<file path="config.mk">
export PLATFORM = sky130hd
export DESIGN_NAME = tt_trig_pps
export DESIGN_NICKNAME = d
export VERILOG_FILES = /design/src/rtl/tt_pkg.sv /design/src/rtl/tt_cmp.sv /design/src/rtl/tt_arm.sv /design/src/rtl/tt_pps.sv /design/src/rtl/tt_trig_pps.sv
export SDC_FILE = /design/constraint.sdc
export NUM_CORES = 1
export LEC_CHECK = 0
export BUFFER_PORTS_ARGS = -buffer_cell sky130_fd_sc_hd__buf_2
export CAP_MARGIN = 20
export CORE_MARGIN = 4
export CORE_UTILIZATION = 30
export CTS_CLUSTER_SIZE = 16
export DETAILED_ROUTE_END_ITERATION = 10
export SLEW_MARGIN = 20
export SYNTH_ARGS = -nofsm -noshare
export SYNTH_HDL_FRONTEND = slang
export SYNTH_SLANG_ARGS = --single-unit
</file>
<file path="constraint.sdc">
create_clock -name clk -period 3.5 [get_ports clk]
set_clock_uncertainty 0.2 [all_clocks]
set_input_delay 0.175 -clock clk [delete_from_list [all_inputs] [get_ports clk]]
set_output_delay 0.175 -clock clk [all_outputs]
set_load 0.03 [all_outputs]
</file>
<file path="src/rtl/tt_pkg.sv">
package tt_pkg;
  localparam int unsigned PPS_HIGH_MS = 125;

  function automatic int unsigned pps_cnt_width(input int unsigned tpm_w);
    return tpm_w + $clog2(PPS_HIGH_MS + 1);
  endfunction
endpackage

</file>
<file path="src/rtl/tt_cmp.sv">
module tt_cmp #(
  parameter int SEC_W = 32,
  parameter int SUB_W = 32
) (
  input  logic [SEC_W-1:0] now_sec,
  input  logic [SUB_W-1:0] now_sub,
  input  logic [SEC_W-1:0] tgt_sec,
  input  logic [SUB_W-1:0] tgt_sub,
  output logic             reached,
  output logic             passed
);
  logic sec_gt, sec_eq, sub_gt, sub_eq;

  always_comb begin
    sec_gt  = now_sec > tgt_sec;
    sec_eq  = now_sec == tgt_sec;
    sub_gt  = now_sub > tgt_sub;
    sub_eq  = now_sub == tgt_sub;
    // seconds decide first, subseconds only break a tie
    passed  = sec_gt || (sec_eq && sub_gt);
    reached = passed || (sec_eq && sub_eq);
  end
endmodule

</file>
<file path="src/rtl/tt_arm.sv">
module tt_arm (
  input  logic clk,
  input  logic rst_n,
  input  logic arm_set,
  input  logic irq_clr,
  input  logic reached,
  input  logic passed,
  output logic irq,
  output logic trig
);
  logic armed_irq, armed_trig, irq_q, trig_q;
  logic fire_irq, fire_trig;

  assign fire_irq  = armed_irq && reached;
  assign fire_trig = armed_trig && passed;

  always_ff @(posedge clk or negedge rst_n) begin
    if (!rst_n) begin
      armed_irq  <= 1'b0;
      armed_trig <= 1'b0;
      irq_q      <= 1'b0;
      trig_q     <= 1'b0;
    end else begin
      armed_irq  <= arm_set || (armed_irq && !fire_irq);
      armed_trig <= arm_set || (armed_trig && !fire_trig);
      if (fire_irq)     irq_q <= 1'b1;
      else if (irq_clr) irq_q <= 1'b0;
      trig_q <= fire_trig;
    end
  end

  assign irq  = irq_q;
  assign trig = trig_q;


  irq_set_chk: assert property (@(posedge clk) disable iff (!rst_n)
    (armed_irq && reached) |=> irq_q);

  irq_clr_chk: assert property (@(posedge clk) disable iff (!rst_n)
    (irq_q && irq_clr && !(armed_irq && reached)) |=> !irq_q);

  disarm_chk: assert property (@(posedge clk) disable iff (!rst_n)
    (armed_irq && reached && !arm_set) |=> !armed_irq);

  trig_fire_chk: assert property (@(posedge clk) disable iff (!rst_n)
    (armed_trig && passed && !arm_set) |=> (trig_q && !armed_trig));

  trig_idle_chk: assert property (@(posedge clk) disable iff (!rst_n)
    !(armed_trig && passed) |=> !trig_q);
endmodule

</file>
<file path="src/rtl/tt_pps.sv">
module tt_pps #(
  parameter int SEC_W = 32,
  parameter int TPM_W = 16
) (
  input  logic             clk,
  input  logic             rst_n,
  input  logic [SEC_W-1:0] now_sec,
  input  logic [TPM_W-1:0] ticks_per_ms,
  output logic             pps
);
  import tt_pkg::*;
  localparam int CNT_W = pps_cnt_width(TPM_W);

  logic [SEC_W-1:0] prev_sec;
  logic             prev_vld;
  logic             pps_q;
  logic [CNT_W-1:0] remain;
  logic [CNT_W-1:0] width;
  logic             step_up, jump;

  assign width   = CNT_W'(ticks_per_ms) * CNT_W'(PPS_HIGH_MS);
  assign step_up = prev_vld && (now_sec == prev_sec + SEC_W'(1));
  assign jump    = prev_vld && (now_sec != prev_sec) && !step_up;

  always_ff @(posedge clk or negedge rst_n) begin
    if (!rst_n) begin
      prev_sec <= '0;
      prev_vld <= 1'b0;
      pps_q    <= 1'b0;
      remain   <= '0;
    end else begin
      prev_sec <= now_sec;
      prev_vld <= 1'b1;
      if (step_up) begin
        pps_q  <= 1'b1;
        remain <= (width == '0) ? '0 : width - CNT_W'(1);
      end else if (pps_q && (jump || remain == '0)) begin
        pps_q <= 1'b0;
      end else if (pps_q) begin
        remain <= remain - CNT_W'(1);
      end
    end
  end

  assign pps = pps_q;


  pps_start_chk: assert property (@(posedge clk) disable iff (!rst_n)
    step_up |=> pps_q);

  pps_len_chk: assert property (@(posedge clk) disable iff (!rst_n)
    (pps_q && remain != '0 && !jump) |=> pps_q);

  pps_abort_chk: assert property (@(posedge clk) disable iff (!rst_n)
    (pps_q && jump) |=> !pps_q);

  first_sample_chk: assert property (@(posedge clk) disable iff (!rst_n)
    !prev_vld |=> !pps_q);
endmodule

</file>
<file path="src/rtl/tt_trig_pps.sv">
module tt_trig_pps #(
  parameter int SEC_W = 32,
  parameter int SUB_W = 32,
  parameter int TPM_W = 16
) (
  input  logic             clk,
  input  logic             rst_n,
  input  logic [SEC_W-1:0] now_sec,
  input  logic [SUB_W-1:0] now_sub,
  input  logic [SEC_W-1:0] tgt_sec,
  input  logic [SUB_W-1:0] tgt_sub,
  input  logic             arm_set,
  input  logic             irq_clr,
  input  logic             route_sel,
  input  logic [TPM_W-1:0] ticks_per_ms,
  output logic             irq,
  output logic             trig_out,
  output logic             timer_trig,
  output logic             pps_out
);
  logic cmp_reached, cmp_passed;

  tt_cmp #(.SEC_W(SEC_W), .SUB_W(SUB_W)) u_cmp (
    .now_sec(now_sec), .now_sub(now_sub),
    .tgt_sec(tgt_sec), .tgt_sub(tgt_sub),
    .reached(cmp_reached), .passed(cmp_passed)
  );

  tt_arm u_arm (
    .clk(clk), .rst_n(rst_n), .arm_set(arm_set), .irq_clr(irq_clr),
    .reached(cmp_reached), .passed(cmp_passed),
    .irq(irq), .trig(trig_out)
  );

  tt_pps #(.SEC_W(SEC_W), .TPM_W(TPM_W)) u_pps (
    .clk(clk), .rst_n(rst_n), .now_sec(now_sec),
    .ticks_per_ms(ticks_per_ms), .pps(pps_out)
  );

  // same clock domain as the timer: direct, unsynchronized gate
  assign timer_trig = trig_out && !route_sel;


  route_block_chk: assert property (@(posedge clk) disable iff (!rst_n)
    route_sel |-> !timer_trig);

  order_chk: assert property (@(posedge clk) disable iff (!rst_n)
    cmp_passed |-> cmp_reached);

  reset_idle_chk: assert property (@(posedge clk)
    !rst_n |-> (!irq && !trig_out && !pps_out));
endmodule

</file>
## Yosys cells after proc, flatten, opt, wreduce, memory -nomap -nowiden

Cells that the tools add are included.

| operators by class | value |
|---|---|
| $mul | 1 |
| muxes and demuxes | 8 |
| add/sub/neg operators | 3 |
| reductions and logical operators | 26 |
| magnitude comparators | 2 |
| eq/ne operators | 5 |

Operators by type and width:

| kind | count |
|---|---|
| $eq 32x32->1 | 3 |
| $mux 23 | 4 |
| $gt 32x32->1 | 2 |
| $logic_not 23->1 | 2 |
| $sub 23x1->23 const B | 2 |
| $add 32x1->32 const B | 1 |
| $ne 32x32->1 | 1 |
| $mul 16x7->23 const B | 1 |
| $logic_and 1x1->1 | 11 |
| $reduce_bool 2->1 | 3 |
| $logic_or 1x1->1 | 5 |
| $logic_not 1->1 | 4 |
| $mux 1 | 4 |
| $ne 2x1->1 const B | 1 |
| $reduce_and 2->1 | 1 |

| storage, ports and cells | value |
|---|---|
| register bits | 61 |
| input bits | 149 |
| logic and storage cells | 53 |
| output and inout bits | 4 |

## Depth between registers and ports, before layout

Gate-level depths: netlist of the first run.

| depth | value |
|---|---|
| depth after elaboration | 9 |
| depth in mapped cells | 20 |
| gate-level depth less buffers | 18 |

## Modules after synthesis

A second synthesis of the first run with hierarchy kept.

| unflattened totals | value |
|---|---|
| cells, all modules | 1018 |
| area, all modules | 8713.4 um2 |

By module, submodules not included:

| module | cells each | seq. area each (um2) | instances | area each (um2) |
|---|---|---|---|---|
| tt_pps | 781 | 1426.4 | 1 | 6904.1 |
| tt_cmp | 224 | 0.0 | 1 | 1654.1 |
| tt_arm | 12 | 100.1 | 1 | 141.4 |
| tt_trig_pps | 1 | 0.0 | 1 | 13.8 |

## Worst setup path after synthesis of the first run

OpenSTA, ideal clock, no wires.

| timing path | value |
|---|---|
| path kind | in2reg |
| start point | input ticks_per_ms[7] |
| end point | register u_pps.remain[18] |
| setup time | 130 ps |
| required time | 3170 ps |
| path slack | -1967 ps |
| buffers on the path | 2 |
| arrival | 5136 ps |
| stages | 18 |
| cell sequence | inv_1 -> fa_1 -> fa_1 -> fa_1 -> fa_1 -> inv_1 -> ha_1 -> clkbuf_1 -> and4_1 -> nand2_1 -> a2111oi_0 -> o21a_1 -> o22ai_1 -> nor4b_1 -> nand4_1 -> clkbuf_1 -> o211ai_1 -> o21ai_0 |

| on the way | value |
|---|---|
| cells in the longest elaborated chain, start to end | 4 |

RTL lines:

| element | line | text |
|---|---|---|
| from (decl) | tt_trig_pps.sv:15 | `input logic [TPM_W-1:0] ticks_per_ms,` |
| $mul 16x7->23 * | tt_pps.sv:21 | `assign width = CNT_W'(ticks_per_ms) * CNT_W'(PPS_HIGH_MS);` |
| $sub 23x1->23 or $logic_not 23->1 (tied branches) | tt_pps.sv:36 | `remain <= (width == '0) ? '0 : width - CNT_W'(1);` |
| $mux 23 * | tt_pps.sv:36 |  |
| $mux 23 * | tt_pps.sv:34 | `if (step_up) begin` |
| to (signal assigned) | tt_pps.sv:36 |  |
| to (signal assigned) | tt_pps.sv:40 | `remain <= remain - CNT_W'(1);` |
| to (decl) | tt_pps.sv:17 | `logic [CNT_W-1:0] remain;` |

Mark *: on every way between the ends. The rest lies on a longest branch, timed or not.
A chain may end at the register's enable or synchronous reset.

## Final worst setup path of the first run

| timing path | value |
|---|---|
| start point | input ticks_per_ms[9] |
| end point | register u_pps.remain[1] |

| on the way | value |
|---|---|
| cells in the longest elaborated chain, start to end | 4 |

RTL lines:

| element | line |
|---|---|
| $mul 16x7->23 | tt_pps.sv:21 |
| $logic_not 23->1 | tt_pps.sv:36 |
| $mux 23 | tt_pps.sv:36 |
| $mux 23 | tt_pps.sv:34 |

No other way between the ends.

==> metrics.md, run 1 <==
| Metric | Value |
|---|---|
| Post-Syn Area | `0.00865 mm^2` |
| Port Buffers | `152` |
| Max Clk Rate | `218 MHz` |
| Core area | `0.0281 mm^2` |
| Min setup slack post-route | `-1090 ps` |
| Vias in the first global route | `8606` |
| Die H | `178 um` |
| Tcrit/Tclk final | `131%` |
| H-Tree Level Count | `3` |
| Post-synth ARST share | `100%` |
| Number of synthesis warnings | `0` |
| Final setup violation count | `23` |
| Avg Inst Size Synth | `8.48 um^2` |
| Max_cap viols | `0` |
| Share of cells above drive strength 1 | `30.2%` |
| Yosys top cell area share | `17.7%` |
| Longest Clk Path Bufs | `2` |
| CTS Buf Count | `9` |
| Number of flops mapped to enable cells by yosys | `0` |
| Type of origin of the critical path | `input port` |
| Final nets | `1695` |
| Via count | `8406` |
| Initial Util | `30.8%` |
| Count of final hold-check violations | `0` |
| Die Wd | `178 um` |
| Die area | `0.0316 mm^2` |
| Mean routed wirelength per cell | `13.7 um` |
| # diodes | `0` |
| Worst skew pair latency | `330 ps` |
| Req. time, crit path | `3520 ps` |
| # rows | `61` |
| CP Class | `input port to register` |
| IO Pins | `153` |
| Pwr Density | `677 mW/mm^2` |
| P&R area growth vs syn | `41.3%` |
| Initial DRC count | `492` |
| Post-Syn Nets | `1342` |
| Clock sink total | `61` |
| Worst Hold Class | `input port to register` |
| Min cycle time layout | `4590 ps` |
| Final GP Congestion | `0.884` |
| Synth top area cells | `dfrtp_1, ha_1, fa_1` |
| Least-Margin Pin Slew | `555 ps` |
| Syn Inst Count | `1020` |
| Worst rel slew slack | `62.1%` |
| Post-synth top flop | `dfrtp_1` |
| Total negative slack | `-23830 ps` |
| Leakage power | `6.14 nW` |
| RSZ-0062 raised after global routing | `yes` |
| CP endpoint kind | `register` |
| Remaining antenna violation count | `0` |
| Initial antenna violation count | `0` |
| Drt via density | `4.79` |
| Status | `complete, but fails checks` |
| Netlist cell types | `71` |
| Overall Global Routing Usage | `15.2%` |
| Worst hold slack | `106 ps` |
| Drt pass-1 iters | `5` |
| Largest net degree at the start of global routing | `39` |
| Max FO, Critical Path | `16` |
| CP arrival | `4610 ps` |
| Post-route DRC | `0` |
| Total power | `8.27 mW` |
| Drt total wl | `24100 um` |
| Peak supply drop | `483 uV` |
| Root buf cell | `clkbuf_16` |
| Total grt overflow | `0` |
| Synthesis-stage register bit count | `61` |
| Clock-pin slew on the worst setup and hold paths | `50 ps` |
| Register area share after synthesis | `17.7%` |
| Clock tree from TritonCTS | `yes` |
| Post-synth top area cell | `dfrtp_1` |
| Dpl hpwl | `20300 um` |
| Failing checks | `setup timing` |
| Final Slew Violations | `0` |
| First-pass GRT wire length | `39900 um` |
==> layout by cell type (no fill, tap or decap), drive strengths merged, types with 9 or more instances in the layout <==
cell,count
clkbuf,13
nand2b,13
nor3,19
nor2b,9
nor4,21
dfrtp,61
nand2,44
inv,156
ha,119
a211oi,9
fa,54
buf,327
xor2,50
xnor2,38
a21oi,53
dlygate4sd3,35
or4,9
nand3,25
or2,11
nor2,70
or3,11
a21o,25
o21ai,47
and2,10
nand4,35
==> where the power goes <==
part           internal, mW  leakage [nW]  switching [mW]
sequential            0.731         0.766          0.0190
combinational          3.45          5.22            3.09
clock                 0.662         0.156           0.313
total                  4.84          6.14            3.43
==> synth_stat cells, drive strengths merged (3+ instances only) <==
library cell	instances
buf	6
clkbuf	14
nor2b	9
nor4	21
inv	163
xnor2	38
dfrtp	61
or2	11
a31oi	8
o41ai	3
or4	9
a21o	25
o31ai	4
o21ai	47
o31a	3
nor4b	5
a2111oi	6
nand2b	13
nor2	70
and4	6
nor3b	5
nand3	25
o211ai	8
and2	10
fa	54
a21oi	53
or3	11
a31o	3
ha	119
nand4	35
o21a	8
nand2	44
o22ai	3
a211o	6
nor3	19
a211oi	9
xor2	50
==> routing by layer <==
| layer | GRT usage [%] | routed length (um) |
|---|---|---|
| met2 | 27.6 | 12200 |
| met3 | 1.53 | 850 |
| met5 | 0 | 0 |
| met1 | 19.2 | 10800 |
| met4 | 3.74 | 319 |
==> critical path: stages <==
cell and delay, ps:
buf_6 80, clkinvlp_4 120, buf_6 140, fa_2 520
fa_1 440, fa_1 490, fa_1 530, inv_2 50
ha_4 250, a21oi_4 140, buf_6 120, o21ai_4 60
or2_4 220, o211ai_1 280, o21ai_2 140, nor4b_4 320
nand4_1 150, buf_6 180, a31o_1 210
==> state kept, by name, summed over array words and instances, names as in the netlist <==
register,flops
u_arm.armed_irq,1
u_arm.armed_trig,1
u_arm.irq,1
u_arm.trig,1
u_pps.pps,1
u_pps.prev_sec,32
u_pps.prev_vld,1
u_pps.remain,23
==> kinds of logic (layout without fill, tap and decap cells) <==
family,after synthesis,after routing,synth area share (%)
AOI/OAI and AO/OA,209,209,16.2
xor gates and xnor gates,89,89,9.19
adders and majority gates,173,173,29.7
buffers and inverters,183,541,8.09
DFF,61,61,17.7
muxes,4,4,0.492
other,1,1,0.0434
and+or+nand+nor,300,300,18.7
==> per-stage QoR <==
| step | setup WS (ps) | instances | instance area (um^2) | util [%] |
|---|---|---|---|---|
| 6_report | -1090 | 1756 | 12200 | 43.5 |
| 5_1_grt | -1330 | 1756 | 12200 | 43.5 |
| 4_1_cts | -1120 | 1750 | 12100 | 43.1 |
| 3_5_place_dp | -1590 | 1690 | 11200 | 39.9 |
| 3_3_place_gp | -1500 | 1690 | 11200 | 39.9 |
| 2_1_floorplan | -1440 | 1020 | 8930 | - |
==> final timing paths <==
check                                      to               from  slack (ps)  cells after the start
min in group asynchronous           u_pps.pps              rst_n         190                      2
hold reg to reg                     u_arm.irq    u_arm.armed_irq         290                      1
max in group asynchronous  u_pps.prev_sec[25]              rst_n        2020                      3
hold / removal                u_pps.remain[0]    ticks_per_ms[0]         110                      5
setup / recovery              u_pps.remain[1]    ticks_per_ms[9]       -1090                     19
setup reg to reg             u_pps.remain[14]  u_pps.prev_sec[4]          30                     11
==> layout make-up <==
type	count	area [um^2]
Timing Repair Buffer	362	2490
Clock buffer	13	260
Fill cell	2812	15900
Inverter	163	638
Clock inverter	3	67.6
Sequential cell	61	1530
Multi-Input combinational cell	776	6760
Tap cell	378	473
==> timing repair <==
action,in CTS,in global routing
endpoints found under the setup margin,23,25
buffers inserted,10,6
hold endpoints to repair,58,0
resized for setup,31,24
hold buffers,35,0
pin swaps,4,4
Note: power is estimated with default switching activity, not from simulation.
==> run 2: changes to the inputs <==
--- a/config.mk
+++ b/config.mk
@@ -10,5 +10,6 @@
 export CORE_MARGIN = 4
-export CORE_UTILIZATION = 30
+export CORE_UTILIZATION = 44
 export CTS_CLUSTER_SIZE = 16
 export DETAILED_ROUTE_END_ITERATION = 10
+export PLACE_DENSITY_LB_ADDON = 0.1
 export SLEW_MARGIN = 20
--- a/constraint.sdc
+++ b/constraint.sdc
@@ -4,2 +4,2 @@
 set_output_delay 0.175 -clock clk [all_outputs]
-set_load 0.03 [all_outputs]
+set_load 0.05 [all_outputs]
==> run 2 against run 1 <==
- the run still ends with setup timing left
- core utilization grew 18 points
- global-route usage grew 6.1 points
- via count shrank 0.68%
- critical path depth is 1 lower
- sequential share of layout area rose by 0.24 points
- critical path type unchanged
- highest routed layer unchanged
==> metrics.md, run 2 (synthesized netlist as in run 1, its figures left out) <==
| Metric | Value |
|---|---|
| Status | `complete, but fails checks` |
| Failing checks | `setup timing` |
| R2r setup slk | `50 ps (+20 ps)` |
| Drt via density | `5.10 (+6.6%)` |
| P&R area growth vs syn | `38.9%` |
| Clock sink total | `61 (unchanged)` |
| Total negative slack | `-24990 ps (-1160 ps)` |
| # rows | `51 (-16%)` |
| Comb power frac | `80.0% (+0.9 points)` |
| CTS Buf Count | `9 (unchanged)` |
| Worst skew pair latency | `330 ps (about the same)` |
| Least-Margin Pin Slew | `783 ps (+228 ps)` |
| Worst hold slack | `99.5 ps (-6.67 ps)` |
| Clock-pin slew on the worst setup and hold paths | `50 ps (about the same)` |
| Worst rel slew slack | `47.8% (-14 points)` |
| Most common cell after layout, fill and taps aside | `buf_4` |
| Worst reg2reg path depth | `11 (unchanged)` |
| Final setup violation count | `23 (unchanged)` |
| Core area | `0.0194 mm^2 (-31%)` |
| # diodes | `0 (unchanged)` |
| Pwr Density | `685 mW/mm^2 (+1.2%)` |
| H-Tree Level Count | `3 (unchanged)` |
| First-pass GRT wire length | `38900 um (-2.5%)` |
| Mean routed wirelength per cell | `14.1 um (+2.5%)` |
| CP Class | `input port to register` |
| Top Registers | `u_pps.prev_sec x32, u_pps.remain x23` |
| Initial Util | `44.6% (+14 points)` |
| Count of final hold-check violations | `0 (unchanged)` |
| Dpl hpwl | `19200 um (-5.5%)` |
| Leakage power | `6.10 nW (-0.68%)` |
| CP Launch Point | `ticks_per_ms[3]` |
| IO Pins | `153 (unchanged)` |
| Largest net degree at the start of global routing | `41 (+5.1%)` |
| Root buf cell | `clkbuf_16` |
| Type of origin of the critical path | `input port` |
| Initial DRC count | `278 (-43%)` |
| CP Capture Point | `u_pps.remain[1]` |
| Total power | `8.23 mW (-0.49%)` |
| Vias in the first global route | `8572 (-0.40%)` |
| Post-route DRC | `0 (unchanged)` |
| Max_cap viols | `0 (unchanged)` |
| Drt total wl | `23000 um (-4.5%)` |
| Min cycle time layout | `4640 ps (+51.0 ps)` |
| Longest Clk Path Bufs | `2 (unchanged)` |
| Number of flip-flops in the largest register | `32 (unchanged)` |
| CP arrival | `4660 ps (+50 ps)` |
| Min setup slack post-route | `-1140 ps (-51.0 ps)` |
| RSZ-0062 raised after global routing | `yes` |
| Final GP Congestion | `0.862 (-2.5%)` |
| Die area | `0.0220 mm^2 (-31%)` |
| Clock power share | `10.8% (-1.0 points)` |
| Req. time, crit path | `3520 ps (about the same)` |
| Drt pass-1 iters | `5 (unchanged)` |
| Die Wd | `148 um (-17%)` |
| Peak supply drop | `494 uV (+2.2%)` |
| R2R Path End | `u_pps.remain[8]` |
| Final instance area | `0.0120 mm^2 (-1.7%)` |
| Reg-to-reg startpoint | `u_pps.prev_sec[20]` |
| Switching portion of total power | `42.4% (+0.92 points)` |
| Reg with most FFs | `u_pps.prev_sec` |
| Share of cells above drive strength 1 | `30.0% (-0.21 points)` |
| Final Slew Violations | `0 (unchanged)` |
| Max FO, Critical Path | `16 (unchanged)` |
| Internal power | `4.74 mW (-2.1%)` |
| Total grt overflow | `0 (unchanged)` |
| Clock tree from TritonCTS | `yes` |
| Die H | `148 um (-17%)` |
| Tcrit/Tclk final | `133% (+1.5 points)` |
| Post-DP Area | `0.0110 mm^2 (-1.8%)` |
| CP endpoint kind | `register` |
| Final nets | `1688 (-0.41%)` |
| Initial antenna violation count | `0 (unchanged)` |
| Via count | `8349 (-0.68%)` |
| Sequential Power Share | `9.1% (about the same)` |
| Remaining antenna violation count | `0 (unchanged)` |
| Max Clk Rate | `215 MHz (-1.1%)` |
| Sw Pwr | `3.49 mW (+1.7%)` |
| Commonest non-fill, non-tap cells in the layout | `buf_4, inv_1, buf_2` |
| Worst Hold Class | `input port to register` |
| Port Buffers | `152 (unchanged)` |
| Overall Global Routing Usage | `21.2% (+6.1 points)` |
==> run 2: final cells by class <==
cell class                      instances  area (um^2)
Inverter                              163          634
Fill cell                            1785         7390
Tap cell                              265          332
Multi-Input combinational cell        776         6760
Sequential cell                        61         1530
Timing Repair Buffer                  355         2460
Clock buffer                            9          225
Clock inverter                          7         76.3
==> run 2: power by group through the flow <==
| stage | sequential, mW | combinational (mW) | clock [mW] |
|---|---|---|---|
| final | 0.752 | 6.59 | 0.890 |
| after global routing | 0.756 | 7.33 | 0.946 |
| after detailed placement | 0.763 | 5.91 | 0 |
| after floorplan | 0.776 | 3.81 | 0 |
| after CTS | 0.752 | 6.42 | 0.909 |
| after global placement | 0.763 | 5.85 | 0 |
==> run 2: worst max-delay path, cell delays in order <==
cell        delay, ps
buf_8              80
clkinvlp_4        110
fa_1              560
fa_1              430
fa_1              450
fa_1              500
inv_2              40
ha_4              210
a21o_1            190
or4_4             540
o32ai_4           130
o22ai_2           130
or2_4             260
buf_6             120
nor4_4            180
nand4_1           140
buf_6             190
a31o_1            210
==> run 2: worst min-delay path by stage <==
stage / startpoint / endpoint / slack, ps / cells after the start
after floorplan: rst_n / u_arm.armed_irq / -320 / 0
after global placement: rst_n / u_pps.pps / 110 / 1
after detailed placement: rst_n / u_pps.remain[3] / 110 / 1
after CTS: ticks_per_ms[0] / u_pps.remain[0] / 80 / 5
after global routing: ticks_per_ms[0] / u_pps.remain[0] / 130 / 5
final: ticks_per_ms[0] / u_pps.remain[0] / 100 / 5
==> run 2: repair_timing <==
action / 4_1_cts / 5_1_grt
hold buffers: 35 / 0
resized for setup: 33 / 17
setup endpoints to repair: 23 / 28
pin swaps: 11 / 9
setup buffers: 11 / 4
cloned: 0 / 1
endpoints found under the hold margin: 68 / 0
==> run 2: per-layer routing <==
layer	vias to the layer above	track usage (%)	share of wire [%]
met5	-	0	0
met4	0	4.48	1.2
li1	4270	-	-
met2	127	39.7	53
met3	22	2.32	2.6
met1	3930	26.4	43
==> run 2: per-stage QoR <==
| step | utilization (%) | instances | worst slack [ps] |
|---|---|---|---|
| after detailed placement | 56.8 | 1569 | -1570 |
| after CTS | 61.3 | 1631 | -1140 |
| final | 61.9 | 1636 | -1140 |
| after global placement | 56.8 | 1569 | -1510 |
| after floorplan | - | 1020 | -1440 |
| after global routing | 61.9 | 1636 | -1390 |
==> run 3: changes to the inputs <==
- PLACE_DENSITY: unset -> 0.68
- PLACE_DENSITY_LB_ADDON: 0.1 -> unset
==> run 3 against run 2 <==
- the flow still finishes with violations (setup timing)
- clock power decreased by 4.6%
- fmax increased by 0.92%
- first-iteration DRC count increased by 81%
- via count increased by 0.91%
- critical path type unchanged
- critical endpoint unchanged
- largest cell class unchanged
==> metrics.md, run 3 (synthesized netlist as in run 1, its figures left out) <==
| Metric | Value |
|---|---|
| Status | `complete, but fails checks` |
| Failing checks | `setup timing` |
| Total grt overflow | `0 (unchanged)` |
| Met2 GRT Util | `36.6% (-3.1 points)` |
| Die area | `0.0220 mm^2 (unchanged)` |
| Leakage power | `6.04 nW (-0.97%)` |
| Storage cell area | `0.00153 mm^2 (-0.16%)` |
| Reg with most FFs | `u_pps.prev_sec` |
| Share of cells above drive strength 1 | `29.9% (-0.13 points)` |
| Post-route DRC | `0 (unchanged)` |
| Drt total wl | `23000 um (about the same)` |
| Via count | `8425 (+0.91%)` |
| Placed Cells | `1571 (+0.13%)` |
| CP Class | `input port to register` |
| Max FO, Critical Path | `16 (unchanged)` |
| Grt met3 use | `2.10% (-0.21 points)` |
| Worst skew pair latency | `330 ps (about the same)` |
| CTS Buf Count | `9 (unchanged)` |
| Drt pass-1 iters | `4 (-1)` |
| Req. time, crit path | `3510 ps (about the same)` |
| Worst Hold Class | `input port to register` |
| Die H | `148 um (unchanged)` |
| First-pass GRT wire length | `38600 um (-0.67%)` |
| Reg-to-reg startpoint | `u_pps.prev_sec[4]` |
| Port Buffers | `152 (unchanged)` |
| Place WS | `-1620 ps (-51.6 ps)` |
| Remaining antenna violation count | `0 (unchanged)` |
| Final nets | `1677 (-0.65%)` |
| Clock sink total | `61 (unchanged)` |
| Top Registers | `u_pps.prev_sec x32, u_pps.remain x23` |
| Worst reg2reg path depth | `10 (-1)` |
| Clock-pin slew on the worst setup and hold paths | `50 ps (about the same)` |
| Post-Layout Cell Count | `1625 (-0.67%)` |
| Overall Global Routing Usage | `20.9% (-0.30 points)` |
| Peak supply drop | `537 uV (+8.7%)` |
| # diodes | `0 (unchanged)` |
| Largest net degree at the start of global routing | `41 (unchanged)` |
| Clock tree from TritonCTS | `yes` |
| R2R Path End | `u_pps.remain[1]` |
| Pwr Density | `674 mW/mm^2 (-1.7%)` |
| Max Clk Rate | `217 MHz (+0.92%)` |
| Global routing's busiest layer | `met2` |
| Least-Margin Pin Slew | `833 ps (+49.8 ps)` |
| CP arrival | `4610 ps (-50 ps)` |
| Drt via density | `5.18 (+1.6%)` |
| # rows | `51 (unchanged)` |
| Tcrit/Tclk final | `131% (-1.2 points)` |
| R2r setup slk | `-10 ps (-60 ps)` |
| Die Wd | `148 um (unchanged)` |
| Core area | `0.0194 mm^2 (unchanged)` |
| Most common cell after layout, fill and taps aside | `buf_4` |
| Final setup violation count | `23 (unchanged)` |
| Min setup slack post-route | `-1100 ps (+42.4 ps)` |
| Commonest non-fill, non-tap cells in the layout | `buf_4, inv_1, buf_2` |
| Met1 usage in global routing | `27.9% (+1.6 points)` |
| H-Tree Level Count | `3 (unchanged)` |
| IO Pins | `153 (unchanged)` |
| Min cycle time layout | `4600 ps (-42.4 ps)` |
| Initial Util | `44.6% (unchanged)` |
| P&R area growth vs syn | `37.8%` |
| Type of origin of the critical path | `input port` |
| Initial antenna violation count | `0 (unchanged)` |
| Count of final hold-check violations | `0 (unchanged)` |
| Final GP Congestion | `0.950 (+10%)` |
| Number of flip-flops in the largest register | `32 (unchanged)` |
| Vias in the first global route | `8383 (-2.2%)` |
| Dpl hpwl | `19000 um (-0.67%)` |
| RSZ-0062 raised after global routing | `yes` |
| Initial DRC count | `502 (+81%)` |
| Max_cap viols | `0 (unchanged)` |
| Fin util | `61.4% (-0.49 points)` |
| Mean routed wirelength per cell | `14.2 um (+0.62%)` |
| Longest Clk Path Bufs | `2 (unchanged)` |
| Worst hold slack | `145 ps (+45.0 ps)` |
| Root buf cell | `clkbuf_16` |
| CP Launch Point | `ticks_per_ms[2]` |
| CP endpoint kind | `register` |
| Multi-input gate area | `0.00679 mm^2 (+0.50%)` |
| CP Capture Point | `u_pps.remain[1]` |
| Worst rel slew slack | `44.5% (-3.3 points)` |
| Final Slew Violations | `0 (unchanged)` |
| Fill cells | `1656 (-7.2%)` |
[run 3: how the worst min path moves through the flow]
| stage | startpoint | endpoint | slack [ps] | depth (start not counted) |
|---|---|---|---|---|
| detailed placement | rst_n | u_pps.prev_sec[13] | 110 | 1 |
| finish | ticks_per_ms[0] | u_pps.remain[0] | 140 | 5 |
| CTS | ticks_per_ms[0] | u_pps.remain[0] | 130 | 5 |
| global route | ticks_per_ms[0] | u_pps.remain[0] | 170 | 5 |
| global placement | rst_n | u_pps.prev_sec[13] | 120 | 1 |
| floorplan | rst_n | u_arm.armed_irq | -320 | 0 |
[run 3: timing repair]
action	in CTS	in global routing
endpoints found under the hold margin	71	0
buffers inserted	2	3
cloned	0	0
endpoints found under the setup margin	23	27
pin swaps	1	7
hold buffers	35	0
resized for setup	45	12
[run 3: layout make-up]
type	count	share of cell area, %
multi-input cells	776	57.0
repair buffers	344	19.7
flip-flops and latches	61	12.8
inverters	163	5.36
well taps	265	2.78
clock buffers	10	2.01
clock inverters	6	0.399
[run 3: stage by stage]
stage | setup TNS, ps | instance area [um^2] | power (mW)
after CTS | -23780 | 11900 | 7.95
after detailed placement | -34540 | 11000 | 6.65
after global routing | -29160 | 11900 | 8.77
after global placement | -32980 | 11000 | 6.57
final | -24100 | 11900 | 8.03
after floorplan | -30550 | 8930 | 4.58
[run 3: worst max-delay path, cell delays in order]
cell,delay [ps]
buf_6,100
fa_1,510
fa_1,500
inv_1,50
fa_1,460
fa_1,540
inv_2,50
ha_4,270
o211ai_1,110
o21a_2,260
a2111oi_4,420
o21a_1,190
o22ai_2,90
nor4b_2,320
nand4_1,150
buf_6,190
a31o_1,220
[run 3: routing by layer]
layer  share of wire [%]  up-vias  wire, um
li1                    -     4238         -
met1                  46     3974     10500
met2                  49      185     11400
met3                 3.5       28       803
met4                 1.7        0       382
met5                   0        -         0
[run 3: report_power, final]
part / switching, mW / total [mW] / internal (mW)
Clock: 0.346 / 0.849 / 0.503
Combinational: 3.10 / 6.43 / 3.32
Sequential: 0.0197 / 0.751 / 0.731
Total: 3.47 / 8.03 / 4.56
